==> config.mk <==
export PLATFORM = sky130hd
export DESIGN_NAME = lockpwm_channel
export DESIGN_NICKNAME = d
export VERILOG_FILES = /design/src/rtl/lockpwm_pkg.sv /design/src/rtl/lockpwm_regfile.sv /design/src/rtl/lockpwm_timebase.sv /design/src/rtl/lockpwm_shaper.sv /design/src/rtl/lockpwm_channel.sv
export SDC_FILE = /design/constraint.sdc
export NUM_CORES = 1
export LEC_CHECK = 0
export ABC_AREA = 0
export BUFFER_PORTS_ARGS = -buffer_cell sky130_fd_sc_hd__buf_2
export CAP_MARGIN = 20
export CORE_AREA = 3 3 148 150
export CTS_BUF_LIST = sky130_fd_sc_hd__clkbuf_4 sky130_fd_sc_hd__clkbuf_8 sky130_fd_sc_hd__clkbuf_16
export CTS_CLUSTER_SIZE = 25
export DETAILED_ROUTE_END_ITERATION = 12
export DIE_AREA = 0 0 151 153
export PLACE_DENSITY = 0.73
export SLEW_MARGIN = 20
export SYNTH_ARGS = -nofsm -noshare
export SYNTH_HDL_FRONTEND = slang
export SYNTH_SLANG_ARGS = --single-unit
==> constraint.sdc <==
create_clock -name clk -period 5.5 [get_ports clk]
set_input_delay 1.65 -clock clk [delete_from_list [all_inputs] [get_ports clk]]
set_output_delay 1.65 -clock clk [all_outputs]
set_load 0.02 [all_outputs]
==> src/rtl/lockpwm_pkg.sv <==
package lockpwm_pkg;

    localparam int CNT_W = 32;

    // register byte offsets
    localparam int OFS_COUNT  = 'h0;
    localparam int OFS_PERIOD = 'h4;
    localparam int OFS_DUTY   = 'h8;
    localparam int OFS_CTRL   = 'hC;

    // control bit positions
    localparam int B_EN     = 0;
    localparam int B_CONT   = 1;
    localparam int B_ACTHI  = 3;
    localparam int B_IDLEHI = 4;
    localparam int B_LOCK   = 6;

    typedef struct packed {
        logic [CNT_W-1:0] period;
        logic [CNT_W-1:0] duty;
        logic             act_high;
        logic             idle_high;
    } wave_cfg_t;

    typedef struct packed {
        logic enable;
        logic cont;
        logic lock;
    } run_ctrl_t;

    function automatic logic [CNT_W-1:0] pack_ctrl(run_ctrl_t rc, logic ah, logic ih);
        logic [CNT_W-1:0] v;
        v           = '0;
        v[B_EN]     = rc.enable;
        v[B_CONT]   = rc.cont;
        v[B_ACTHI]  = ah;
        v[B_IDLEHI] = ih;
        v[B_LOCK]   = rc.lock;
        return v;
    endfunction

    function automatic logic at_rollover(logic [CNT_W-1:0] cnt, logic [CNT_W-1:0] period);
        return (period == '0) || (cnt >= period - CNT_W'(1));
    endfunction

endpackage

==> src/rtl/lockpwm_regfile.sv <==
module lockpwm_regfile
    import lockpwm_pkg::*;
#(
    parameter int ADDR_W = 4
) (
    input  logic                 clk,
    input  logic                 rst,
    input  logic                 bus_sel,
    input  logic                 bus_wr,
    input  logic [ADDR_W-1:0]    bus_addr,
    input  logic [CNT_W-1:0]     bus_wdata,
    input  logic [CNT_W-1:0]     live_cnt,
    output logic [CNT_W-1:0]     bus_rdata,
    output wave_cfg_t            staged,
    output run_ctrl_t            rc
);

    logic hit_cnt, hit_per, hit_duty, hit_ctrl, wr_en;

    assign hit_cnt  = bus_addr == ADDR_W'(OFS_COUNT);
    assign hit_per  = bus_addr == ADDR_W'(OFS_PERIOD);
    assign hit_duty = bus_addr == ADDR_W'(OFS_DUTY);
    assign hit_ctrl = bus_addr == ADDR_W'(OFS_CTRL);
    assign wr_en    = bus_sel && bus_wr;

    always_ff @(posedge clk) begin
        if (rst) begin
            staged <= '0;
            rc     <= '0;
        end else if (wr_en) begin
            if (hit_per)  staged.period <= bus_wdata;
            if (hit_duty) staged.duty   <= bus_wdata;
            if (hit_ctrl) begin
                rc.enable        <= bus_wdata[B_EN];
                rc.cont          <= bus_wdata[B_CONT];
                rc.lock          <= bus_wdata[B_LOCK];
                staged.act_high  <= bus_wdata[B_ACTHI];
                staged.idle_high <= bus_wdata[B_IDLEHI];
            end
        end
    end

    always_comb begin
        bus_rdata = '0;
        if (hit_cnt)  bus_rdata = live_cnt;
        if (hit_per)  bus_rdata = staged.period;
        if (hit_duty) bus_rdata = staged.duty;
        if (hit_ctrl) bus_rdata = pack_ctrl(rc, staged.act_high, staged.idle_high);
    end

endmodule

==> src/rtl/lockpwm_timebase.sv <==
module lockpwm_timebase
    import lockpwm_pkg::*;
(
    input  logic             clk,
    input  logic             rst,
    input  wave_cfg_t        staged,
    input  run_ctrl_t        rc,
    output logic [CNT_W-1:0] cnt,
    output wave_cfg_t        active,
    output logic             running
);

    logic wrap, reload;

    assign running = rc.enable && rc.cont;
    assign wrap    = at_rollover(cnt, active.period);
    assign reload  = !rc.lock && (!running || wrap);

    always_ff @(posedge clk) begin
        if (rst) begin
            cnt    <= '0;
            active <= '0;
        end else begin
            if (!running || wrap) cnt <= '0;
            else                  cnt <= cnt + CNT_W'(1);
            if (reload)           active <= staged;
        end
    end

endmodule

==> src/rtl/lockpwm_shaper.sv <==
module lockpwm_shaper
    import lockpwm_pkg::*;
(
    input  logic             running,
    input  logic [CNT_W-1:0] cnt,
    input  wave_cfg_t        active,
    output logic             pwm_out
);

    logic in_duty;

    assign in_duty = running && (active.period != '0) && (cnt < active.duty);
    assign pwm_out = in_duty ? active.act_high : active.idle_high;

endmodule

==> src/rtl/lockpwm_channel.sv <==
module lockpwm_channel
    import lockpwm_pkg::*;
#(
    parameter int ADDR_W = 4
) (
    input  logic              clk,
    input  logic              rst,
    input  logic              bus_sel,
    input  logic              bus_wr,
    input  logic [ADDR_W-1:0] bus_addr,
    input  logic [31:0]       bus_wdata,
    output logic [31:0]       bus_rdata,
    output logic              pwm_out
);

    wave_cfg_t        stg_w;
    wave_cfg_t        act_w;
    run_ctrl_t        rc_w;
    logic [CNT_W-1:0] cnt_w;
    logic             run_w;

    lockpwm_regfile #(.ADDR_W(ADDR_W)) u_regs (
        .clk       (clk),
        .rst       (rst),
        .bus_sel   (bus_sel),
        .bus_wr    (bus_wr),
        .bus_addr  (bus_addr),
        .bus_wdata (bus_wdata),
        .live_cnt  (cnt_w),
        .bus_rdata (bus_rdata),
        .staged    (stg_w),
        .rc        (rc_w)
    );

    lockpwm_timebase u_tb (
        .clk     (clk),
        .rst     (rst),
        .staged  (stg_w),
        .rc      (rc_w),
        .cnt     (cnt_w),
        .active  (act_w),
        .running (run_w)
    );

    lockpwm_shaper u_shp (
        .running (run_w),
        .cnt     (cnt_w),
        .active  (act_w),
        .pwm_out (pwm_out)
    );

endmodule

==> metrics.md, run 1 <==
| Metric | Value |
|---|---|
| Vias/cell | 5.244 |
| First-pass GRT wire length | 38070 µm |
| GPL Wtd Cong | 0.8620 |
| CP Launch Type | flop |
| Top_reg_cell synth | dfxtp_1 |
| Starting density of the core | 45.42% |
| Worst VDD drop | 0.2436 mV |
| Commonest non-fill, non-tap cell in the layout | dfxtp_1 |
| DRT Wirelength | 22970 µm |
| I/O pin count | 73 |
| Min-Delay Path Class | flop to flop |
| # DRC | 0 |
| DR pass1 iterations | 5 |
| Syn Area/Cell | 8.237 µm² |
| Share of layout cells above drive strength 1 | 11.06% |
| Slew Viols, Final | 0 |
| Nets | 1296 |
| Fin crit period | 5055 ps |
| Die Area | 23100 µm² |
| CTS Hold Buffers Added | 0 |
| Setup TNS | 0 ps |
| Core ar. | 20820 µm² |
| Antenna violations before repair | 0 |
| Post-Layout Inst Area | 10670 µm² |
| YS warnings | 0 |
| Final worst setup slack | 444.6 ps |
| GRT Total Usage | 20.38% |
| Clk slew on worst S/H paths | 60 ps |
| CP Capture Type | flop |
| Worst EP required | 5790 ps |
| Worst r2r src | u_tb.active[36] |
| Status | finished, final reports clean |
| Commonest cells after routing, fill and taps aside | dfxtp_1 (167), nand2_1 (162), nand2b_1 (137) |
| Static Leak | 4.046 nW |
| Final period util | 91.92% |
| Post-DR wirelength/cell | 15.55 µm |
| Dpl cells | 1447 |
| # rows | 53 |
| Setup-failing EPs final | 0 |
| Skew-Pair Late Insertion Delay | 430 ps |
| RSZ-0062 raised after global routing | false |
| Dpl ws | 488.0 ps |
| Number of global-route vias before repair | 7557 |
| # Max-Cap Violations | 0 |
| Max_slew headroom | 49.14% |
| CTS tree | done |
| Final hold violation count | 0 |
| Critical path origin | u_tb.active[36] |
| P&R area growth vs syn | 12.82% |
| Synth unique cells | 46 |
| CTS Buffer Depth | 2 |
| Die extent in x | 151 µm |
| Post-synthesis cell area | 9457 µm² |
| Post-DRT Antenna Nets | 0 |
| Reg2Reg Depth | 16 |
| Post-synth EDFFs | 0 |
| Seq/Total Area, Yosys | 35.35% |
| Resized cells post-CTS | 0 |
| CTS H-tree lvls | 4 |
| Reg area | 3343 µm² |
| Synthesized instance count | 1148 |
| Crit path max fanout | 28 |
| TritonCTS Buffers | 17 |
| Worst clock skew | 7.801 ps |
| Initial DRC Count | 558 |
| Post-CTS setup repair buffer count | 0 |
| Multi-input logic area | 5708 µm² |
| Signal arrival time at the worst endpoint | 5350 ps |
| #FFs+latches synth | 167 |
| Clock root buffer | clkbuf_16 |
| PwrDens | 246.5 nW/µm² |
| Min-Delay Path Depth | 2 |
| Dpl hpwl | 16010 µm |
| Fin cells | 1477 |
| Largest net degree at the start of global routing | 202 |
| R2R setup slack | 440 ps |
| Final-layout fill cell count | 1980 |
| # clock sinks | 167 |
| Critical path class | flop to flop |
| PortBufs | 72 |
| Cell Area, Placed | 10060 µm² |
| Slew @ Worst Pin | 762.8 ps |
| Critical Path End | u_tb.active[46] |
| Achievable frequency | 197.8 MHz |
| Syn nets | 1253 |
| Grt total ovfl | 0 |
| Async S/R FF share, synth | 0% |
| Die Y | 153 µm |
| Via count | 7745 |
| Ant. Diodes | 0 |
| Reg-to-Reg End | u_tb.active[46] |
==> worst max-delay path, stage by stage (launching register included) <==
cell      delay (ps)
dfxtp_1          350
or3_1            430
or4_1            480
nand3b_1         260
or2_2            410
or3_1            460
nor3_1           250
xnor2_1          100
ha_1             300
nand4_1          170
nor4_1           440
nand4_1          200
a31oi_1          220
nor4_1            90
or2_4            260
buf_4            280
mux2i_1          180
==> flip-flops by register name, summed over array words and instances (netlist names) <==
register and cells:
u_regs.staged 66, u_tb.active 66, u_tb.cnt 32, u_regs.rc 3
==> synth_stat cells (all sizes together), types with 2 or more instances <==
cell type	instances	area, µm²
ha	65	813.3
xnor2	30	262.8
nand2b	137	857.1
mux4	5	112.6
or3	3	18.77
nand3	15	75.07
nor3	12	60.06
or2	4	25.03
and2	8	50.05
nor2b	7	43.79
and4	4	35.03
buf	14	92.59
a21oi	122	610.6
nand4	22	137.6
xor2	30	262.8
clkbuf	47	176.4
mux2i	93	930.9
nor2	110	412.9
and3	3	18.77
dfxtp	167	3343
a21o	5	37.54
inv	40	150.1
nor4	10	62.56
nand2	162	608.1
o21ai	10	50.05
a21boi	2	15.01
or4	7	63.81
==> per-stage QoR <==
stage,utilization (%),hold slack [ps],power [mW]
global placement,48.26,456.8,1.393
floorplan,-,438.4,1.345
detailed placement,48.29,462.3,1.394
finish,51.24,471.6,2.630
CTS,51.24,471.0,2.652
global route,51.24,492.3,2.719
==> cell type report <==
type                       instances  share of cell area [%]
inverter                          40                   1.407
timing repair buffer              85                   4.785
multi-input combinational        880                   53.50
sequential                       167                   31.34
clock inverter                     9                   1.419
clock buffer                      21                   4.327
tap                              275                   3.225
==> cells by family (layout without fill, tap and decap cells) <==
logic type                 Yosys count  in the layout  synth area share (%)
AOI/OAI and AO/OA                  147            147                 8.375
and+or+nand+nor                    509            509                 26.53
buffers and inverters              101            155                 4.432
DFF                                167            167                 35.35
xor gates and xnor gates            60             60                 5.557
adders and majority gates           65             65                 8.600
muxes                               99             99                 11.15
==> routing by layer <==
metal	track usage [%]	vias up	wire length [µm]
met1	27.21	3614	10550
met5	0	-	0
li1	-	3940	-
met4	5.570	0	341
met2	33.20	160	11010
met3	4.536	31	1061
==> where the power goes <==
| group | switching, mW | internal [mW] | leakage, nW |
|---|---|---|---|
| clock network | 0.482 | 0.780 | 0.303 |
| logic | 0.0846 | 0.0629 | 2.40 |
| registers | 0.00485 | 1.22 | 1.35 |
| total | 0.572 | 2.06 | 4.05 |
==> worst min-delay path by stage <==
stage / start / endpoint / slack [ps]
finish: u_regs.staged[30] / u_regs.staged[30] / 470
global route: u_regs.staged[10] / u_regs.staged[10] / 490
CTS: u_regs.staged[38] / u_regs.staged[38] / 470
detailed placement: u_regs.staged[38] / u_regs.staged[38] / 460
global placement: u_regs.staged[30] / u_regs.staged[30] / 460
floorplan: u_tb.cnt[0] / u_tb.cnt[0] / 440
Note: power is estimated with default switching activity, not from simulation.
==> run 2, diff against run 1 <==
Settings changed: CORE_AREA 3 3 148 150 to 3 3 135 164, DIE_AREA 0 0 151 153 to 0 0 138 167.
==> run 2 against run 1 <==
  * Sequential share of layout area rose by 0.088 points
  * Flip-flop and latch count did not move
  * Total power is 2.2% lower
  * Largest cell class unchanged
==> metrics.md, run 2 (synthesis gave the netlist of run 1 again) <==
| Metric | Value |
|---|---|
| PortBufs | 72 (unchanged) |
| CTS Hold Buffers Added | 0 (unchanged) |
| RSZ-0062 raised after global routing | false |
| CTS H-tree lvls | 4 (unchanged) |
| WL met1 | 9781 µm (-7.3%) |
| Max_slew headroom | 48.26% (-0.88 points) |
| Post-Layout Inst Area | 10640 µm² (-0.28%) |
| Commonest non-fill, non-tap cell in the layout | dfxtp_1 |
| Crit-path leading delay family | compound AO/OA/AOI/OAI gates |
| Final core utilization | 51.26% (about the same) |
| DR pass1 iterations | 4 (-1) |
| Vias/cell | 5.275 (+0.60%) |
| Slowest stage delay, CP | 510 ps (+30 ps) |
| CP Launch Type | flop |
| CTS tree | done |
| Clk pwr share | 46.9% (-1.1 points) |
| Post-DR wirelength/cell | 15.69 µm (+0.91%) |
| Logic gate share of total power | 5.7% (about the same) |
| Final-layout fill cell count | 2029 (+2.5%) |
| GRT Total Usage | 20.21% (-0.17 points) |
| Setup-failing EPs final | 0 (unchanged) |
| Slowest CP cell | dfxtp_1 |
| CP Capture Type | output port |
| Die extent in x | 138 µm (-8.6%) |
| TritonCTS Buffers | 17 (unchanged) |
| R2R setup slack | 490 ps (+50 ps) |
| # rows | 58 (+9.4%) |
| Share of layout cells above drive strength 1 | 11.28% (+0.21 points) |
| Post-CTS setup repair buffer count | 0 (unchanged) |
| Final period util | 92.26% (+0.35 points) |
| # Max-Cap Violations | 0 (unchanged) |
| Hold_sp | u_regs.staged[8] |
| First-pass GRT wire length | 38340 µm (+0.71%) |
| Reg area | 3343 µm² (unchanged) |
| Cell Area, Placed | 10050 µm² (about the same) |
| Core ar. | 20750 µm² (-0.32%) |
| Number of global-route vias before repair | 7710 (+2.0%) |
| Top layer in use | met4 |
| Switching share of power | 23.02% (+1.3 points) |
| # DRC | 0 (unchanged) |
| Crit path max fanout | 8 (-71%) |
| Grt total ovfl | 0 (unchanged) |
| Ant. Diodes | 0 (unchanged) |
| Nets | 1298 (+0.15%) |
| Clock root buffer | clkbuf_16 |
| Fin cells | 1476 (-0.068%) |
| Slew @ Worst Pin | 776.1 ps (+13.23 ps) |
| Dpl cells | 1444 (-0.21%) |
| Signal arrival time at the worst endpoint | 3420 ps (-1930 ps) |
| Static Leak | 4.036 nW (-0.24%) |
| Initial DRC Count | 426 (-24%) |
| Wire length on met2 | 11840 µm (+7.5%) |
| Worst hold slack | 470.1 ps (-1.440 ps) |
| Final hold violation count | 0 (unchanged) |
| Via count | 7786 (+0.53%) |
| CTS Buffer Depth | 2 (unchanged) |
| Antenna violations before repair | 0 (unchanged) |
| DRT Wirelength | 23160 µm (+0.84%) |
| Critical path cell sequence | ha_1 -> a21oi_1 -> o21ai_0 -> nand2b_1 -> o2111ai_1 -> a2111oi_0 -> buf_4 -> or3b_2 -> mux2_2 -> buf_2 |
| Skew-Pair Late Insertion Delay | 430 ps (about the same) |
| Status | finished, final reports clean |
| Critical path origin | u_tb.cnt[9] |
| Commonest cells after routing, fill and taps aside | dfxtp_1 (167), nand2_1 (162), nand2b_1 (137) |
| Achievable frequency | 197.1 MHz (-0.38%) |
| P&R area growth vs syn | 12.50% |
| I/O pin count | 73 (unchanged) |
| Worst VDD drop | 0.2102 mV (-14%) |
| Dpl hpwl | 16430 µm (+2.6%) |
| Critical path class | flop to output port |
| Setup TNS | 0 ps (unchanged) |
| Die Y | 167 µm (+9.2%) |
| Post-DRT Antenna Nets | 0 (unchanged) |
| Resized cells post-CTS | 0 (unchanged) |
| Clk slew on worst S/H paths | 70 ps (about the same) |
| Min-Delay Path Class | flop to flop |
| Worst clock skew | 7.718 ps (-0.08352 ps) |
| P_sw | 0.5921 mW (+3.5%) |
| Multi-input logic area | 5702 µm² (-0.11%) |
| GPL Wtd Cong | 0.8401 (-2.5%) |
| Flop pwr share | 47.4% (+1.0 points) |
| PwrDens | 241.8 nW/µm² (-1.9%) |
| Met3 routed WL | 861 µm (-19%) |
| Worst r2r src | u_tb.active[36] |
| Worst EP required | 3850 ps (-1940 ps) |
| Worst path buffer plus inverter count | 2 (+1) |
| Largest net degree at the start of global routing | 110 (-46%) |
| # clock sinks | 167 (unchanged) |
| Internal cell power | 1.980 mW (-3.8%) |
| Starting density of the core | 45.56% (+0.15 points) |
| Slew Viols, Final | 0 (unchanged) |
| Fin crit period | 5075 ps (+19.15 ps) |
| Die Area | 23050 µm² (-0.25%) |
| Biggest regs | u_regs.staged: 66 flops, u_tb.active: 66 flops, u_tb.cnt: 32 flops |
[run 2: cell types whose count changed in the layout (fill, tap and decap cells not counted), sizes merged]
| cell | change |
|---|---|
| clkinv | +3 |
| buf | +2 |
| bufinv | -2 |
| clkinvlp | +1 |
[run 2: power groups by stage]
| stage | Clock (mW) | Sequential (mW) | Combinational [mW] |
|---|---|---|---|
| global placement | 0 | 1.25 | 0.144 |
| finish | 1.21 | 1.22 | 0.146 |
| detailed placement | 0 | 1.25 | 0.147 |
| global route | 1.27 | 1.22 | 0.161 |
| CTS | 1.21 | 1.22 | 0.148 |
| floorplan | 0 | 1.25 | 0.0999 |
[run 2: metal layers]
metal,vias up,global-route usage [%]
li1,3949,-
met1,3641,23.96
met2,145,35.94
met3,51,3.446
met4,0,8.638
met5,-,0
[run 2: worst register-to-register path, cell delays in order (launching register included)]
cell and delay, ps:
dfxtp_1 350, or3_1 430, or4_1 480, nand3b_1 270
or2_2 410, or3_1 430, nor4_1 270, xnor2_1 110
ha_1 320, nand4_1 120, nor4_1 380, nand4_1 170
a31oi_1 190, nor4_1 100, or2_4 400, buf_12 250
mux2i_1 200
[run 2: cell type report]
cell class | instances | share of cell area [%]
clock buffers | 21 | 4.398
clock inverters | 11 | 1.176
inverters | 40 | 1.411
multi-input cells | 880 | 53.59
flip-flops and latches | 167 | 31.42
well taps | 270 | 3.175
repair buffers | 87 | 4.822
[run 2: worst paths after layout]
check                     end  cells after the start
max                   pwm_out                     10
max reg2reg   u_tb.active[16]                     16
min          u_regs.staged[8]                      2
min reg2reg  u_regs.staged[8]                      2
[run 2: per-stage QoR]
step	total power [mW]	setup slack [ps]
floorplan	1.345	406.9
global placement	1.391	672.9
detailed placement	1.393	532.6
CTS	2.582	440.8
global route	2.652	166.0
finish	2.572	425.5
==> run 3, diff against run 2 <==
Settings changed: PLACE_DENSITY 0.73 to 0.64.
==> run 3 against run 2 <==
  * Wire length up 2.8%
  * Largest cell class unchanged
  * Fmax fell by 1.0%
  * Register-to-register slack got worse by 120 ps
==> metrics.md, run 3 (synthesis gave the netlist of run 1 again) <==
| Metric | Value |
|---|---|
| Final core utilization | 51.78% (+0.52 points) |
| # Max-Cap Violations | 0 (unchanged) |
| Critical path cell sequence | or3_1 -> or4_1 -> nand3b_1 -> or2_2 -> or3_1 -> nor3_1 -> xnor2_1 -> ha_1 -> nand4_1 -> nor4_1 -> nand4_1 -> a31oi_1 -> nor4_1 -> or2_4 -> buf_4 -> mux2i_1 |
| Die Area | 23050 µm² (unchanged) |
| Setup-failing EPs final | 0 (unchanged) |
| Final hold violation count | 0 (unchanged) |
| CP Launch Type | flop |
| Post-DR wirelength/cell | 16.08 µm (+2.5%) |
| Initial DRC Count | 416 (-2.3%) |
| Clk slew on worst S/H paths | 70 ps (about the same) |
| I/O pin count | 73 (unchanged) |
| Critical path class | flop to flop |
| Largest net degree at the start of global routing | 79 (-28%) |
| Slowest stage delay, CP | 490 ps (-20 ps) |
| Starting density of the core | 45.56% (unchanged) |
| Status | finished, final reports clean |
| Core ar. | 20750 µm² (unchanged) |
| Max_slew headroom | 37.45% (-11 points) |
| Min-Delay Path Class | flop to flop |
| # DRC | 0 (unchanged) |
| Number of global-route vias before repair | 7672 (-0.49%) |
| # clock sinks | 167 (unchanged) |
| Worst EP required | 5800 ps (+1950 ps) |
| Post-CTS setup repair buffer count | 0 (unchanged) |
| Setup TNS | 0 ps (unchanged) |
| CTS tree | done |
| DRT Wirelength | 23810 µm (+2.8%) |
| TritonCTS Buffers | 17 (unchanged) |
| # rows | 58 (unchanged) |
| Slowest CP cell | or4_1 |
| Static Leak | 4.093 nW (+1.4%) |
| Slew Viols, Final | 0 (unchanged) |
| First-pass GRT wire length | 39450 µm (+2.9%) |
| CTS H-tree lvls | 4 (unchanged) |
| Worst clock skew | 12.18 ps (+4.458 ps) |
| Vias/cell | 5.273 (about the same) |
| Biggest regs | u_regs.staged: 66 flops, u_tb.active: 66 flops, u_tb.cnt: 32 flops |
| PwrDens | 252.9 nW/µm² (+4.6%) |
| DR pass1 iterations | 6 (+2) |
| P&R area growth vs syn | 13.64% |
| Achievable frequency | 195.1 MHz (-1.0%) |
| GPL Wtd Cong | 0.8542 (+1.7%) |
| Final period util | 93.21% (+0.95 points) |
| Nets | 1302 (+0.31%) |
| Antenna violations before repair | 0 (unchanged) |
| Grt total ovfl | 0 (unchanged) |
| Skew-Pair Late Insertion Delay | 440 ps (about the same) |
| Die Y | 167 µm (unchanged) |
| Die extent in x | 138 µm (unchanged) |
| Commonest cells after routing, fill and taps aside | dfxtp_1 (167), nand2_1 (162), nand2b_1 (137) |
| Crit path max fanout | 25 (+17) |
| CTS Buffer Depth | 2 (unchanged) |
| Commonest non-fill, non-tap cell in the layout | dfxtp_1 |
| Dpl hpwl | 16800 µm (+2.3%) |
| Post-DRT Antenna Nets | 0 (unchanged) |
| Clock root buffer | clkbuf_16 |
| RSZ-0062 raised after global routing | false |
| Resized cells post-CTS | 0 (unchanged) |
| GRT Total Usage | 21.01% (+0.80 points) |
| CP Capture Type | flop |
| Worst hold slack | 472.8 ps (+2.724 ps) |
| PortBufs | 72 (unchanged) |
| Share of layout cells above drive strength 1 | 11.57% (+0.29 points) |
| Via count | 7810 (+0.31%) |
| Slew @ Worst Pin | 938.2 ps (+162.1 ps) |
| Worst VDD drop | 0.1957 mV (-6.9%) |
| Fin crit period | 5127 ps (+52.31 ps) |
| CTS Hold Buffers Added | 0 (unchanged) |
| Signal arrival time at the worst endpoint | 5420 ps (+2000 ps) |
## run 3: cell types whose count changed in the layout (fill, tap and decap cells not counted), sizes merged
cell and change:
inv +1, bufinv +3, clkinvlp -1, buf +4, clkinv -3, diode +1
## run 3: per-stage QoR
stage	instance area [µm²]	power, mW	setup WS, ps	instances
floorplan	9457	1.345	406.9	1148
global placement	10080	1.395	498.4	1448
detailed placement	10080	1.396	441.7	1448
CTS	10740	2.738	403.4	1480
global route	10740	2.807	116.1	1480
finish	10750	2.717	373.2	1481
## run 3: final timing paths
check / startpoint / end / slack (ps) / cells past startpoint
setup / recovery: u_tb.active[36] / u_tb.active[50] / 370 / 16
hold / removal: u_regs.staged[7] / u_regs.staged[7] / 470 / 2
setup reg to reg: u_tb.active[36] / u_tb.active[50] / 370 / 16
hold reg to reg: u_regs.staged[7] / u_regs.staged[7] / 470 / 2
## run 3: routing by layer
| layer | share of wire, % | track usage [%] | up-vias |
|---|---|---|---|
| li1 | - | - | 3951 |
| met1 | 42 | 24.94 | 3657 |
| met2 | 51 | 37.57 | 160 |
| met3 | 3.8 | 3.906 | 42 |
| met4 | 2.7 | 7.950 | 0 |
| met5 | 0 | 0 | - |
## run 3: worst max-delay path: cells and delay by family, from the launching register on
family | cells | cell delay (ps)
mux | 1 | 170
buf+inv | 1 | 280
compound gates | 1 | 250
xor+xnor | 1 | 100
simple gates | 11 | 3530
fa+ha+maj | 1 | 310
flops | 1 | 350
## run 3: report_power, final
group,total [mW],internal (mW),switching [mW],leakage [nW]
clock network,1.35,0.849,0.501,0.327
logic,0.148,0.0636,0.0849,2.42
registers,1.22,1.21,0.00489,1.35
total,2.72,2.13,0.591,4.09
## run 3: final cells by class
cell class | count | area (µm²)
antenna | 1 | 2.502
clock buffer | 21 | 474.2
clock inverter | 11 | 193.9
fill | 2086 | 10010
inverter | 40 | 150.1
multi-input combinational | 880 | 5702
sequential | 167 | 3343
tap | 270 | 337.8
timing repair buffer | 91 | 543.0
